--- config.mk ---
export PLATFORM = sky130hd
export DESIGN_NAME = tod_regfile
export DESIGN_NICKNAME = d
export VERILOG_FILES = /design/src/rtl/tod_pkg.sv /design/src/rtl/tod_bcd_cnt.sv /design/src/rtl/tod_wr_decode.sv /design/src/rtl/tod_rd_mux.sv /design/src/rtl/tod_regfile.sv
export SDC_FILE = /design/constraint.sdc
export NUM_CORES = 1
export LEC_CHECK = 0
export BUFFER_PORTS_ARGS = -buffer_cell sky130_fd_sc_hd__buf_2
export CORE_AREA = 2 2 93 95
export DETAILED_ROUTE_END_ITERATION = 7
export DIE_AREA = 0 0 95 97
export PLACE_DENSITY = 0.73
export SETUP_SLACK_MARGIN = 0.4
export SYNTH_ARGS = -nofsm -noshare
export SYNTH_HDL_FRONTEND = slang
export SYNTH_SLANG_ARGS = --single-unit
--- constraint.sdc ---
create_clock -name clk -period 2.55 [get_ports clk]
set_input_delay 0.255 -clock clk [delete_from_list [all_inputs] [get_ports clk]]
set_output_delay 0.255 -clock clk [all_outputs]
set_load 0.05 [all_outputs]
--- src/rtl/tod_pkg.sv ---
package tod_pkg;

  localparam int unsigned FLD_N   = 6;
  localparam int unsigned FI_SEC  = 0;
  localparam int unsigned FI_MIN  = 1;
  localparam int unsigned FI_HOUR = 2;
  localparam int unsigned FI_DATE = 3;
  localparam int unsigned FI_MON  = 4;
  localparam int unsigned FI_YEAR = 5;

  typedef enum logic [3:0] {
    OFF_FLAG  = 4'h0,
    OFF_SPARE = 4'h1,
    OFF_CTRL  = 4'h8,
    OFF_SEC   = 4'h9,
    OFF_MIN   = 4'hA,
    OFF_HOUR  = 4'hB,
    OFF_DAY   = 4'hC,
    OFF_DATE  = 4'hD,
    OFF_MON   = 4'hE,
    OFF_YEAR  = 4'hF
  } tod_off_e;

  // decoded write request, one cycle wide
  typedef struct packed {
    logic [FLD_N-1:0]      ld;
    logic [FLD_N-1:0][7:0] val;
    logic                  stop_we;
    logic                  stop_val;
    logic                  day_we;
    logic [2:0]            wday_val;
    logic                  cent_val;
    logic                  ctrl_we;
    logic [7:0]            ctrl_val;
    logic                  busy;
  } tod_wr_t;

  function automatic logic bcd_in_range(input logic [7:0] v,
                                        input logic [7:0] lo,
                                        input logic [7:0] hi);
    return (v[3:0] <= 4'd9) && (v >= lo) && (v <= hi);
  endfunction

  function automatic logic [7:0] bcd_step(input logic [7:0] v);
    if (v[3:0] >= 4'd9) return {v[7:4] + 4'd1, 4'd0};
    else                return {v[7:4], v[3:0] + 4'd1};
  endfunction

  // 10 = 2 mod 4, so tens*10+ones = 2*tens+ones mod 4
  function automatic logic bcd_leap(input logic [7:0] y);
    logic [5:0] s;
    s = 6'({y[7:4], 1'b0}) + 6'(y[3:0]);
    return s[1:0] == 2'b00;
  endfunction

  function automatic logic [7:0] month_len(input logic [7:0] mon,
                                           input logic [7:0] yr);
    case (mon)
      8'h02:                      return bcd_leap(yr) ? 8'h29 : 8'h28;
      8'h04, 8'h06, 8'h09, 8'h11: return 8'h30;
      default:                    return 8'h31;
    endcase
  endfunction

endpackage

--- src/rtl/tod_bcd_cnt.sv ---
module tod_bcd_cnt #(
  parameter logic [7:0] RST_VAL = 8'h00,
  parameter logic [7:0] MIN_VAL = 8'h00
) (
  input  logic       clk,
  input  logic       rst_n,
  input  logic       inc_i,
  input  logic [7:0] limit_i,
  input  logic       ld_i,
  input  logic [7:0] ld_val_i,
  output logic [7:0] val_o,
  output logic       wrap_o
);

  logic [7:0] val_q;
  logic [7:0] val_d;
  logic       val_en;

  always_comb begin
    wrap_o = inc_i && (val_q >= limit_i);
    val_en = ld_i || inc_i;
    val_d  = val_q;
    if (ld_i)       val_d = ld_val_i;
    else if (inc_i) val_d = wrap_o ? MIN_VAL : tod_pkg::bcd_step(val_q);
  end

  always_ff @(posedge clk or negedge rst_n) begin
    if (!rst_n)      val_q <= RST_VAL;
    else if (val_en) val_q <= val_d;
  end

  assign val_o = val_q;

endmodule

--- src/rtl/tod_wr_decode.sv ---
module tod_wr_decode
  import tod_pkg::*;
#(
  parameter int unsigned ADDR_W = 13
) (
  input  logic              wr_en_i,
  input  logic [ADDR_W-1:0] addr_i,
  input  logic [7:0]        wdata_i,
  output tod_wr_t           wr_o
);

  localparam int unsigned WIN_W = ADDR_W - 4;

  logic       in_win;
  logic       hit;
  tod_off_e   off;
  logic [7:0] v_sec, v_min, v_hour, v_date, v_mon;

  assign in_win = &addr_i[ADDR_W-1:4];
  assign hit    = wr_en_i && in_win;
  assign off    = tod_off_e'(addr_i[3:0]);

  assign v_sec  = {1'b0, wdata_i[6:0]};
  assign v_min  = {1'b0, wdata_i[6:0]};
  assign v_hour = {2'b0, wdata_i[5:0]};
  assign v_date = {2'b0, wdata_i[5:0]};
  assign v_mon  = {3'b0, wdata_i[4:0]};

  always_comb begin
    wr_o                = '0;
    wr_o.val[FI_SEC]    = v_sec;
    wr_o.val[FI_MIN]    = v_min;
    wr_o.val[FI_HOUR]   = v_hour;
    wr_o.val[FI_DATE]   = v_date;
    wr_o.val[FI_MON]    = v_mon;
    wr_o.val[FI_YEAR]   = wdata_i;
    wr_o.stop_val       = wdata_i[7];
    wr_o.wday_val       = wdata_i[2:0];
    wr_o.cent_val       = wdata_i[6];
    wr_o.ctrl_val       = (wdata_i & 8'h5F) | 8'h90;
    wr_o.busy           = hit && (addr_i[3:0] >= 4'h9);
    if (hit) begin
      case (off)
        OFF_CTRL: wr_o.ctrl_we = 1'b1;
        OFF_SEC: begin
          wr_o.stop_we     = 1'b1;
          wr_o.ld[FI_SEC]  = bcd_in_range(v_sec, 8'h00, 8'h59);
        end
        OFF_MIN:  wr_o.ld[FI_MIN]  = bcd_in_range(v_min, 8'h00, 8'h59);
        OFF_HOUR: wr_o.ld[FI_HOUR] = bcd_in_range(v_hour, 8'h00, 8'h23);
        OFF_DAY:  wr_o.day_we      = 1'b1;
        OFF_DATE: wr_o.ld[FI_DATE] = bcd_in_range(v_date, 8'h01, 8'h31);
        OFF_MON:  wr_o.ld[FI_MON]  = bcd_in_range(v_mon, 8'h01, 8'h12);
        OFF_YEAR: wr_o.ld[FI_YEAR] = bcd_in_range(wdata_i, 8'h00, 8'h99);
        default: ;
      endcase
    end
  end

  // the window test needs at least one address bit above the offset
  if (WIN_W < 1) begin : g_bad_width
    initial $error("ADDR_W must exceed 4");
  end

endmodule

--- src/rtl/tod_rd_mux.sv ---
module tod_rd_mux
  import tod_pkg::*;
#(
  parameter int unsigned ADDR_W = 13
) (
  input  logic [ADDR_W-1:0] addr_i,
  input  logic [7:0]        ctrl_i,
  input  logic              stop_i,
  input  logic [7:0]        sec_i,
  input  logic [7:0]        min_i,
  input  logic [7:0]        hour_i,
  input  logic              cent_i,
  input  logic [2:0]        wday_i,
  input  logic [7:0]        date_i,
  input  logic [7:0]        mon_i,
  input  logic [7:0]        year_i,
  output logic [7:0]        rdata_o
);

  logic     in_win;
  tod_off_e off;

  assign in_win = &addr_i[ADDR_W-1:4];
  assign off    = tod_off_e'(addr_i[3:0]);

  always_comb begin
    rdata_o = 8'hFF;
    if (in_win) begin
      case (off)
        OFF_FLAG:  rdata_o = 8'h00;
        OFF_SPARE: rdata_o = 8'h00;
        OFF_CTRL:  rdata_o = ctrl_i;
        OFF_SEC:   rdata_o = {stop_i, sec_i[6:0]};
        OFF_MIN:   rdata_o = min_i;
        OFF_HOUR:  rdata_o = hour_i;
        OFF_DAY:   rdata_o = {1'b0, cent_i, 3'b000, wday_i};
        OFF_DATE:  rdata_o = date_i;
        OFF_MON:   rdata_o = mon_i;
        OFF_YEAR:  rdata_o = year_i;
        default:   rdata_o = 8'hFF;
      endcase
    end
  end

endmodule

--- src/rtl/tod_regfile.sv ---
module tod_regfile
  import tod_pkg::*;
#(
  parameter int unsigned ADDR_W = 13
) (
  input  logic              clk,
  input  logic              rst_n,
  input  logic              tick_i,
  input  logic              wr_en_i,
  input  logic [ADDR_W-1:0] addr_i,
  input  logic [7:0]        wdata_i,
  output logic [7:0]        rdata_o
);

  localparam logic [7:0] CTRL_RST = 8'h90;
  localparam logic [2:0] WDAY_TOP = 3'd6;

  // reset: asserted at once, released on the clock
  logic [1:0] rst_sync_q;
  logic       rst_ni;

  always_ff @(posedge clk or negedge rst_n) begin
    if (!rst_n) rst_sync_q <= 2'b00;
    else        rst_sync_q <= {rst_sync_q[0], 1'b1};
  end
  assign rst_ni = rst_sync_q[1];

  // write decode
  tod_wr_t wr;

  tod_wr_decode #(.ADDR_W(ADDR_W)) u_wr_decode (
    .wr_en_i (wr_en_i),
    .addr_i  (addr_i),
    .wdata_i (wdata_i),
    .wr_o    (wr)
  );

  // tick scheduling
  logic stop_q, stop_d, stop_en;
  logic pend_q, pend_d;
  logic tick_due, adv;

  always_comb begin
    tick_due = tick_i | pend_q;
    adv      = tick_due & ~wr.busy & ~stop_q;
    pend_d   = tick_due &  wr.busy & ~stop_q;
    stop_en  = wr.stop_we;
    stop_d   = wr.stop_val;
  end

  always_ff @(posedge clk or negedge rst_ni) begin
    if (!rst_ni) begin
      pend_q <= 1'b0;
      stop_q <= 1'b0;
    end else begin
      pend_q <= pend_d;
      if (stop_en) stop_q <= stop_d;
    end
  end

  // counter cascade: sec -> min -> hour -> date -> month -> year
  logic [FLD_N-1:0][7:0] fld_val;
  logic [FLD_N-1:0][7:0] fld_lim;
  logic [FLD_N-1:0]      fld_inc;
  logic [FLD_N-1:0]      fld_wrap;

  assign fld_inc = {fld_wrap[FLD_N-2:0], adv};

  always_comb begin
    fld_lim          = '0;
    fld_lim[FI_SEC]  = 8'h59;
    fld_lim[FI_MIN]  = 8'h59;
    fld_lim[FI_HOUR] = 8'h23;
    fld_lim[FI_DATE] = month_len(fld_val[FI_MON], fld_val[FI_YEAR]);
    fld_lim[FI_MON]  = 8'h12;
    fld_lim[FI_YEAR] = 8'h99;
  end

  for (genvar g = 0; g < FLD_N; g++) begin : g_fld
    localparam logic [7:0] BASE_V =
      ((g == FI_DATE) || (g == FI_MON)) ? 8'h01 : 8'h00;
    tod_bcd_cnt #(
      .RST_VAL (BASE_V),
      .MIN_VAL (BASE_V)
    ) u_cnt (
      .clk      (clk),
      .rst_n    (rst_ni),
      .inc_i    (fld_inc[g]),
      .limit_i  (fld_lim[g]),
      .ld_i     (wr.ld[g]),
      .ld_val_i (wr.val[g]),
      .val_o    (fld_val[g]),
      .wrap_o   (fld_wrap[g])
    );
  end

  // weekday, century and control
  logic [2:0] wday_q, wday_d;
  logic       wday_en;
  logic       cent_q, cent_d, cent_en;
  logic [7:0] ctrl_q, ctrl_d;
  logic       ctrl_en;

  always_comb begin
    wday_en = wr.day_we | fld_wrap[FI_HOUR];
    if (wr.day_we)              wday_d = wr.wday_val;
    else if (wday_q >= WDAY_TOP) wday_d = 3'd0;
    else                        wday_d = wday_q + 3'd1;
    cent_en = wr.day_we;
    cent_d  = wr.cent_val;
    ctrl_en = wr.ctrl_we;
    ctrl_d  = wr.ctrl_val;
  end

  always_ff @(posedge clk or negedge rst_ni) begin
    if (!rst_ni) begin
      wday_q <= 3'd0;
      cent_q <= 1'b0;
      ctrl_q <= CTRL_RST;
    end else begin
      if (wday_en) wday_q <= wday_d;
      if (cent_en) cent_q <= cent_d;
      if (ctrl_en) ctrl_q <= ctrl_d;
    end
  end

  // read path
  tod_rd_mux #(.ADDR_W(ADDR_W)) u_rd_mux (
    .addr_i  (addr_i),
    .ctrl_i  (ctrl_q),
    .stop_i  (stop_q),
    .sec_i   (fld_val[FI_SEC]),
    .min_i   (fld_val[FI_MIN]),
    .hour_i  (fld_val[FI_HOUR]),
    .cent_i  (cent_q),
    .wday_i  (wday_q),
    .date_i  (fld_val[FI_DATE]),
    .mon_i   (fld_val[FI_MON]),
    .year_i  (fld_val[FI_YEAR]),
    .rdata_o (rdata_o)
  );

  // taps for the bound checker
  logic [7:0] sec_v, date_v;
  logic       busy_w, ld_sec_w;
  assign sec_v    = fld_val[FI_SEC];
  assign date_v   = fld_val[FI_DATE];
  assign busy_w   = wr.busy;
  assign ld_sec_w = wr.ld[FI_SEC];

endmodule

=== Word-level counts from Yosys, hierarchy flattened ===
Cells that the tools add are included.

* Input port bits: 25
* Flip-flop bits (word level): 61
* Logic and storage cells: 175
* Output and inout port bits: 8

* Equal/unequal tests: 14
* Add/subtract/negate cells: 14
* Multiplexer cells: 43
* Reductions and logical operators: 53
* Bitwise logic cells: 8
* Magnitude comparators: 25

{| class="wikitable"
|+ Operators with widths
! operator !! number
|-
| $mux W8 || 25
|-
| $pmux W8 S9 || 1
|-
| $add A4 B1 Y4 const B || 12
|-
| $eq A4 B4 Y1 const B || 8
|-
| $ge A4 B4 Y1 const B || 7
|-
| $logic_and A1 B1 Y1 || 18
|-
| $reduce_and A3 Y1 || 6
|-
| $reduce_bool A3 Y1 || 6
|-
| $eq A8 B3 Y1 const B || 2
|-
| $ge A8 B7 Y1 const B || 2
|-
| $mux W1 || 13
|-
| $ge A6 B1 Y1 const B || 2
|-
| $le A6 B6 Y1 const B || 2
|-
| $reduce_and A2 Y1 || 6
|-
| $reduce_bool A2 Y1 || 6
|-
| $pmux W5 S2 || 1
|-
| $reduce_and A9 Y1 || 1
|-
| $eq A8 B2 Y1 const B || 1
|-
| $eq A8 B4 Y1 const B || 1
|-
| $eq A8 B5 Y1 const B || 1
|-
| $ge A8 B1 Y1 const B || 1
|-
| $ge A8 B5 Y1 const B || 1
|-
| $ge A8 B6 Y1 || 1
|-
| $ge A8 B6 Y1 const B || 1
|-
| other kinds (21) || 32
|}

=== Logic depth before layout (Yosys ltp) ===
* Depth in word-level cells: 15
* Gate-level depth with buffers: 15
* Depth with buffers taken out: 14

=== By module ===
A second synthesis with hierarchy kept.

* Cell total of the unflattened synthesis: 793
* Area, all modules: 6877.8 um2

{| class="wikitable"
|+ Modules (own cells, without submodules)
! module !! area each (um2) !! cells an instance !! sequential area each (um2) !! times used
|-
| tod_bcd_cnt (g_fld[0].u_cnt ...) || 819.5 || 92 || 200.2 || 4
|-
| tod_bcd_cnt (g_fld[3].u_cnt ...) || 762.0 || 88 || 201.4 || 2
|-
| tod_regfile || 747.0 || 62 || 402.9 || 1
|-
| tod_wr_decode || 675.6 || 93 || 0.0 || 1
|-
| tod_rd_mux || 653.1 || 94 || 0.0 || 1
|}

=== Least setup slack after synthesis ===
No wires, ideal clock.

* Path type: reg-to-reg
* From: register g_fld[4].u_cnt.val_q[0]
* To: register g_fld[4].u_cnt.val_q[3]
* Period minus slack after synthesis: 3.190 ns
* Setup time: 0.083 ns
* Path buffers: 0
* Stages on the path, launching flop included: 15
* Data required time: 2.467 ns
* Path slack: -0.640 ns
* Arrival: 3.107 ns
* Path through: dfstp_2 > inv_1 > ha_1 > o211ai_1 > a21oi_1 > a31oi_1 > nor3_1 > nor2_1 > ha_1 > a21oi_1 > o221a_2 > or3_1 > or2_2 > or4_1 > o21ai_0

* Longest elaborated chain between the ends: 9
* Elaborated cells between the ends (all ways): 20
* Classes of those cells: add/sub: 1; order compare: 3; eq/ne: 5; mux: 5; reduce/logical: 6

{| class="wikitable"
|+ RTL lines
! item !! line !! text
|-
| start, declared || tod_bcd_cnt.sv:15 || <nowiki>logic [7:0] val_q;</nowiki>
|-
| start signal, assigned || tod_bcd_cnt.sv:29 || <nowiki>else if (val_en) val_q <= val_d;</nowiki>
|-
| $eq A8 B3 Y1 (tied with other cells) || tod_pkg.sv:58 || <nowiki>case (mon)</nowiki>
|-
| $reduce_or A4 Y1 || tod_pkg.sv:58 ||
|-
| $pmux W5 S2 || tod_pkg.sv:58 ||
|-
| $ge A8 B6 Y1 || tod_bcd_cnt.sv:20 || <nowiki>wrap_o = inc_i && (val_q >= limit_i);</nowiki>
|-
| $logic_and A1 B1 Y1 (2 in series) || tod_bcd_cnt.sv:20 ||
|-
| $mux W8 (2 in series) || tod_bcd_cnt.sv:24 || <nowiki>else if (inc_i) val_d = wrap_o ? MIN_VAL : tod_pkg::bcd_step(val_q);</nowiki>
|-
| $mux W8 || tod_bcd_cnt.sv:23 || <nowiki>if (ld_i) val_d = ld_val_i;</nowiki>
|}

Several ways; a longest one is shown, not always the timed one. The select of a mux whose other input is x is not followed.
A chain may end at the register's enable or synchronous reset.

=== Final worst setup path ===
* From: register g_fld[4].u_cnt.val_q[0]
* To: register g_fld[5].u_cnt.val_q[2]

* Longest elaborated chain between the ends: 10
* Elaborated cells between the ends (all ways): 18
* Classes of those cells: order compare: 2; eq/ne: 5; mux: 4; reduce/logical: 7

{| class="wikitable"
|+ RTL lines
! item !! line
|-
| $eq A8 B3 Y1 (tied with other cells) || tod_pkg.sv:58
|-
| $reduce_or A4 Y1 || tod_pkg.sv:58
|-
| $pmux W5 S2 || tod_pkg.sv:58
|-
| $ge A8 B6 Y1 || tod_bcd_cnt.sv:20
|-
| $logic_and A1 B1 Y1 || tod_bcd_cnt.sv:20
|-
| $logic_and A1 B1 Y1 (*) || tod_bcd_cnt.sv:20
|-
| $logic_and A1 B1 Y1 || tod_bcd_cnt.sv:20
|-
| $mux W8 (2 in series) || tod_bcd_cnt.sv:24
|-
| $mux W8 || tod_bcd_cnt.sv:23
|-
| end signal, assigned || tod_bcd_cnt.sv:29
|-
| end, declared || tod_bcd_cnt.sv:15
|}

Every way passes the cells marked *; elsewhere a longest branch is shown, timed or not. The select of a mux whose other input is x is not followed.

==> flow_summary.html <==
<table>
<tr><th>Metric</th><th>Value</th></tr>
<tr><th colspan="2">Outcome</th></tr>
<tr><td>Status</td><td>finished, violations left</td></tr>
<tr><td>Violations in the final reports</td><td>setup timing</td></tr>
<tr><th colspan="2">Setup path</th></tr>
<tr><td>Crit Path Max Fanout</td><td>6</td></tr>
<tr><td>Kind of cell with the highest combined delay on the critical path</td><td>compound AO/OA/AOI/OAI gates</td></tr>
<tr><td>CP max stage cell</td><td>sky130_fd_sc_hd__dfstp_2</td></tr>
<tr><td>Buffers plus inverters on the worst setup path</td><td>3</td></tr>
<tr><td>Crit Reg-Reg Startpoint</td><td>g_fld[4].u_cnt.val_o[0]$_DFFE_PN1P_</td></tr>
<tr><td>Ordered cell list for the critical path</td><td>inv_4, ha_4, o211ai_1, a21oi_1, a31oi_1, nor3_2, nor2_1, ha_1, a21oi_1, o221a_2, or3_4, buf_4, nor4b_4, buf_4, a32oi_1, o21ai_1</td></tr>
<tr><td>Delay of the slowest cell on the worst path</td><td>0.60 ns</td></tr>
<tr><td>Data arrival time of the critical path</td><td>3.46 ns</td></tr>
<tr><td>Minimum setup slack among reg-to-reg paths</td><td>-0.63 ns</td></tr>
<tr><td>Kind of critical path</td><td>reg -&gt; reg</td></tr>
<tr><td>Data required, critical path</td><td>~2.8 ns</td></tr>
<tr><td>Endpoint type of the worst setup path</td><td>register</td></tr>
<tr><td>Start point of the critical path</td><td>g_fld[4].u_cnt.val_o[0]$_DFFE_PN1P_</td></tr>
<tr><td>Kind of launch point of the worst setup path</td><td>register</td></tr>
<tr><th colspan="2">STA</th></tr>
<tr><td>Clock period minus worst slack</td><td>~3.2 ns</td></tr>
<tr><td>Minimum setup slack in the final design</td><td>-0.628 ns</td></tr>
<tr><td>Fmax</td><td>315 MHz</td></tr>
<tr><td>Actual slew at the worst max-slew pin</td><td>roughly 0.73 ns</td></tr>
<tr><td>Slew headroom</td><td>0.507</td></tr>
<tr><td>Share of the clock period used by the worst path after layout</td><td>1.25</td></tr>
<tr><td>Slew Viols, Final</td><td>0</td></tr>
<tr><td>Final setup violation count</td><td>24</td></tr>
<tr><td>Unrepaired setup endpoints after global routing</td><td>true</td></tr>
<tr><td>Clk_skew</td><td>0.0115 ns</td></tr>
<tr><td>Count of endpoints failing hold in the final timing report</td><td>0</td></tr>
<tr><th colspan="2">Finish</th></tr>
<tr><td>Post-Route Utilization</td><td>0.731</td></tr>
<tr><td>Antenna cell count</td><td>0</td></tr>
<tr><td>Share of cells above drive strength 1</td><td>0.323</td></tr>
<tr><td>Fillers</td><td>598</td></tr>
<tr><td>Post-route cell area</td><td>just under 0.006 mm2</td></tr>
<tr><td>Final Net Count</td><td>683</td></tr>
<tr><td>Growth of design area from synthesis to finish</td><td>33.5%</td></tr>
<tr><th colspan="2">Worst hold path</th></tr>
<tr><td>Class of the worst hold path</td><td>in -&gt; async</td></tr>
<tr><th colspan="2">CTS</th></tr>
<tr><td>CTS H-Tree Depth</td><td>3</td></tr>
<tr><td>Number of buffers between clock root and the deepest sink</td><td>2</td></tr>
<tr><td>Insertion delay of the later-clocked pin in the worst-skew pair</td><td>0.36 ns</td></tr>
<tr><td>Root buffer cell</td><td>sky130_fd_sc_hd__clkbuf_8</td></tr>
<tr><td>Clock tree from TritonCTS</td><td>built</td></tr>
<tr><td>CTS buffer count</td><td>9</td></tr>
<tr><td>CTS clk-pin slew, worst paths</td><td>0.07 ns</td></tr>
<tr><td>Num Clock Sinks</td><td>61</td></tr>
<tr><th colspan="2">Route</th></tr>
<tr><td>Remaining number of nets flagged by the antenna check after routing</td><td>0</td></tr>
<tr><td>Remaining routing DRC violations</td><td>0</td></tr>
<tr><td>Count of TritonRoute iterations in the first routing pass</td><td>7</td></tr>
<tr><td>Vias per Instance</td><td>6.71</td></tr>
<tr><td>Wire length reported by the detailed router</td><td>between 15000 and 20000 um</td></tr>
<tr><td>Count of routing violations after the opening detailed-route iteration</td><td>508</td></tr>
<tr><td>Total number of vias</td><td>4905</td></tr>
<tr><td>Wire length per cell</td><td>21.6 um</td></tr>
<tr><th colspan="2">Synth</th></tr>
<tr><td>Post-synthesis cell type with the largest combined area</td><td>sky130_fd_sc_hd__dfrtp_1</td></tr>
<tr><td>Sequential element share of the synthesized area</td><td>0.343</td></tr>
<tr><td>Most used DFF post-synth</td><td>sky130_fd_sc_hd__dfrtp_1</td></tr>
<tr><td>Ranking of synthesized cells by area</td><td>sky130_fd_sc_hd__dfrtp_1 (33%), sky130_fd_sc_hd__ha_1 (10%), sky130_fd_sc_hd__nand3_1 (3.7%), sky130_fd_sc_hd__a22oi_1 (3.5%), sky130_fd_sc_hd__nor2_1 (3.5%)</td></tr>
<tr><td>Mapped Nets</td><td>580</td></tr>
<tr><td>Yosys synthesis warning count</td><td>0</td></tr>
<tr><td>Synth unique cells</td><td>65</td></tr>
<tr><td>Leading post-synthesis cells by instance count</td><td>sky130_fd_sc_hd__dfrtp_1 (59), sky130_fd_sc_hd__nor2_1 (42), sky130_fd_sc_hd__nand2_1 (39), sky130_fd_sc_hd__ha_1 (37), sky130_fd_sc_hd__inv_1 (34)</td></tr>
<tr><td>Combined area of all synthesized cells</td><td>0.00445 mm2</td></tr>
<tr><td>Async set or reset register ratio after synthesis</td><td>1.00</td></tr>
<tr><td>Cell with the most instances after synthesis</td><td>sky130_fd_sc_hd__dfrtp_1</td></tr>
<tr><td>Synthesized flop and latch total</td><td>61</td></tr>
<tr><td>Cells after synthesis</td><td>518</td></tr>
<tr><td>Mean post-synth cell area</td><td>8.59 um2</td></tr>
<tr><td>Top cell type's share of synthesized area</td><td>0.332</td></tr>
<tr><td>Number of enable flip-flop cells after synthesis</td><td>0</td></tr>
<tr><th colspan="2">Floorplanning</th></tr>
<tr><td>Core Rows</td><td>33</td></tr>
<tr><td>Floorplan die width</td><td>95 um</td></tr>
<tr><td>Die Footprint</td><td>0.00922 mm2</td></tr>
<tr><td>Initial Utilization</td><td>0.547</td></tr>
<tr><td>IO Pins</td><td>33</td></tr>
<tr><td>Die height</td><td>97 um</td></tr>
<tr><td>Area inside the core boundary</td><td>0.00813 mm2</td></tr>
<tr><th colspan="2">Global route</th></tr>
<tr><td>Global-route wire length before repair</td><td>24700 um</td></tr>
<tr><td>Maximum number of pins on one net before global-route repair</td><td>60</td></tr>
<tr><td>Met3 demand-to-capacity share in global routing</td><td>0.0810</td></tr>
<tr><td>Most used routing layer</td><td>met2</td></tr>
<tr><td>Number of global-route vias before repair</td><td>4786</td></tr>
<tr><td>GRT overflow</td><td>0</td></tr>
<tr><td>GRT met1 Usage</td><td>0.462</td></tr>
<tr><td>Initial antenna violation count</td><td>0</td></tr>
<tr><td>Global routing usage summed across all routing layers</td><td>0.350</td></tr>
<tr><td>Met2 capacity usage during global routing</td><td>0.543</td></tr>
<tr><th colspan="2">Run</th></tr>
<tr><td>Max-Cap Viols</td><td>0</td></tr>
<tr><th colspan="2">Placed design</th></tr>
<tr><td>Cell area after placement</td><td>0.00529 mm2</td></tr>
<tr><td>HPWL after detailed placement</td><td>11300 um</td></tr>
<tr><td>Port-buffer cells</td><td>32</td></tr>
<tr><td>Final estimated routing congestion in global placement</td><td>about 0.94</td></tr>
<tr><th colspan="2">Pwr</th></tr>
<tr><td>Ratio of total power to cell area</td><td>630 mW/mm2</td></tr>
<tr><td>Peak ir drop on the vdd network</td><td>0.595 mV</td></tr>
<tr><td>Leakage power</td><td>2.55 nW</td></tr>
</table>
per-layer routing:
layer	vias up	share of wire	routed length, um
met3	64	0.10	1570
met5	-	0	0
li1	2169	-	-
met4	0	0.046	719
met2	335	0.47	7450
met1	2337	0.38	6050
metrics by stage:
stage          instances  hold WS (ns)  total power (W)  TNS, ns  worst slack [ns]
4_1_cts              724         0.195          0.00350   -10.32            -0.622
3_5_place_dp         702        0.0417          0.00254   -11.04            -0.612
3_3_place_gp         702        0.0396          0.00249    -8.76            -0.502
5_1_grt              731         0.213          0.00393   -17.21            -0.883
6_report             731         0.202          0.00374   -11.48            -0.628
2_1_floorplan        518       -0.0406          0.00202    -6.40            -0.545
cell usage in the layout, fill, tap and decap left out, types with 4 or more instances in the layout:
cell | Yosys | routed
sky130_fd_sc_hd__buf_4 | 0 | 65
sky130_fd_sc_hd__dfrtp_1 | 59 | 53
sky130_fd_sc_hd__nor2_1 | 42 | 38
sky130_fd_sc_hd__nand2_1 | 39 | 37
sky130_fd_sc_hd__ha_1 | 37 | 32
sky130_fd_sc_hd__inv_1 | 34 | 30
sky130_fd_sc_hd__nand3_1 | 33 | 30
sky130_fd_sc_hd__buf_2 | 3 | 29
sky130_fd_sc_hd__a21oi_1 | 28 | 26
sky130_fd_sc_hd__a22oi_1 | 21 | 20
sky130_fd_sc_hd__buf_6 | 0 | 14
sky130_fd_sc_hd__nand4_1 | 13 | 13
sky130_fd_sc_hd__a31oi_1 | 13 | 12
sky130_fd_sc_hd__nor3_1 | 15 | 11
sky130_fd_sc_hd__o21ai_0 | 22 | 11
sky130_fd_sc_hd__clkbuf_8 | 0 | 10
sky130_fd_sc_hd__and3_1 | 11 | 9
sky130_fd_sc_hd__mux2_2 | 9 | 9
sky130_fd_sc_hd__o21ai_1 | 2 | 8
sky130_fd_sc_hd__o211ai_1 | 7 | 7
sky130_fd_sc_hd__nand2b_1 | 8 | 7
sky130_fd_sc_hd__nand4b_1 | 6 | 6
sky130_fd_sc_hd__nor4_1 | 8 | 6
sky130_fd_sc_hd__dfrtp_2 | 0 | 6
sky130_fd_sc_hd__mux2i_1 | 6 | 5
sky130_fd_sc_hd__or3_1 | 6 | 5
sky130_fd_sc_hd__ha_4 | 0 | 5
sky130_fd_sc_hd__nor2b_1 | 4 | 4
sky130_fd_sc_hd__o21ai_2 | 0 | 4
sky130_fd_sc_hd__o31ai_1 | 5 | 4
sky130_fd_sc_hd__a32oi_1 | 5 | 4
sky130_fd_sc_hd__o22ai_1 | 4 | 4
registers in the layout, summed over array words and instances, names as in the netlist:
signal             cells
rst_sync_q             2
wday_q                 3
g_fld.u_cnt.val_o     48
cent_q                 1
pend_q                 1
ctrl_q                 5
stop_q                 1
kinds of logic after synthesis:
kind of cell	synth area share
muxes	0.0413
xor gates and xnor gates	0.00197
and+or+nand+nor	0.243
DFF	0.343
buffers and inverters	0.0464
other	0.000842
AOI/OAI and AO/OA	0.219
adders and majority gates	0.104
layout make-up:
cell class | instances | area, um2 | share of cell area
multi-input cells | 403 | 3080 | 0.519
repair buffers | 112 | 861 | 0.145
clock buffers | 11 | 141 | 0.0238
well taps | 105 | 131 | 0.0221
clock inverters | 5 | 60.1 | 0.0101
inverters | 34 | 130 | 0.0219
flip-flops and latches | 61 | 1540 | 0.259
worst paths after layout:
check | end | cells past startpoint
max | g_fld[5].u_cnt.val_o[2]$_DFFE_PN0P_ | 16
min reg2reg | g_fld[0].u_cnt.val_o[6]$_DFFE_PN0P_ | 1
min in group clk | stop_q$_DFFE_PN0P_ | 2
min | rst_sync_q[1]$_DFF_PN0_ | 2
max reg2reg | g_fld[5].u_cnt.val_o[2]$_DFFE_PN0P_ | 16
max in group asynchronous | g_fld[3].u_cnt.val_o[0]$_DFFE_PN1P_ | 1
power by group:
group | leakage [nW] | total (W) | internal [W] | switching (W)
Combinational | 1.67 | 0.00149 | 0.000673 | 0.000821
Clock | 0.0995 | 0.000902 | 0.000480 | 0.000422
Sequential | 0.784 | 0.00134 | 0.00114 | 0.000205
Total | 2.55 | 0.00374 | 0.00229 | 0.00145
timing repair:
| action | 4_1_cts | 5_1_grt |
|---|---|---|
| hold endpoints to repair | 2 | 0 |
| setup endpoints to repair | 40 | 45 |
| hold buffers | 1 | 0 |
| pin swaps | 18 | 25 |
| resized for setup | 31 | 58 |
| setup buffers | 5 | 7 |
Note: power is estimated with default switching activity, not from simulation.
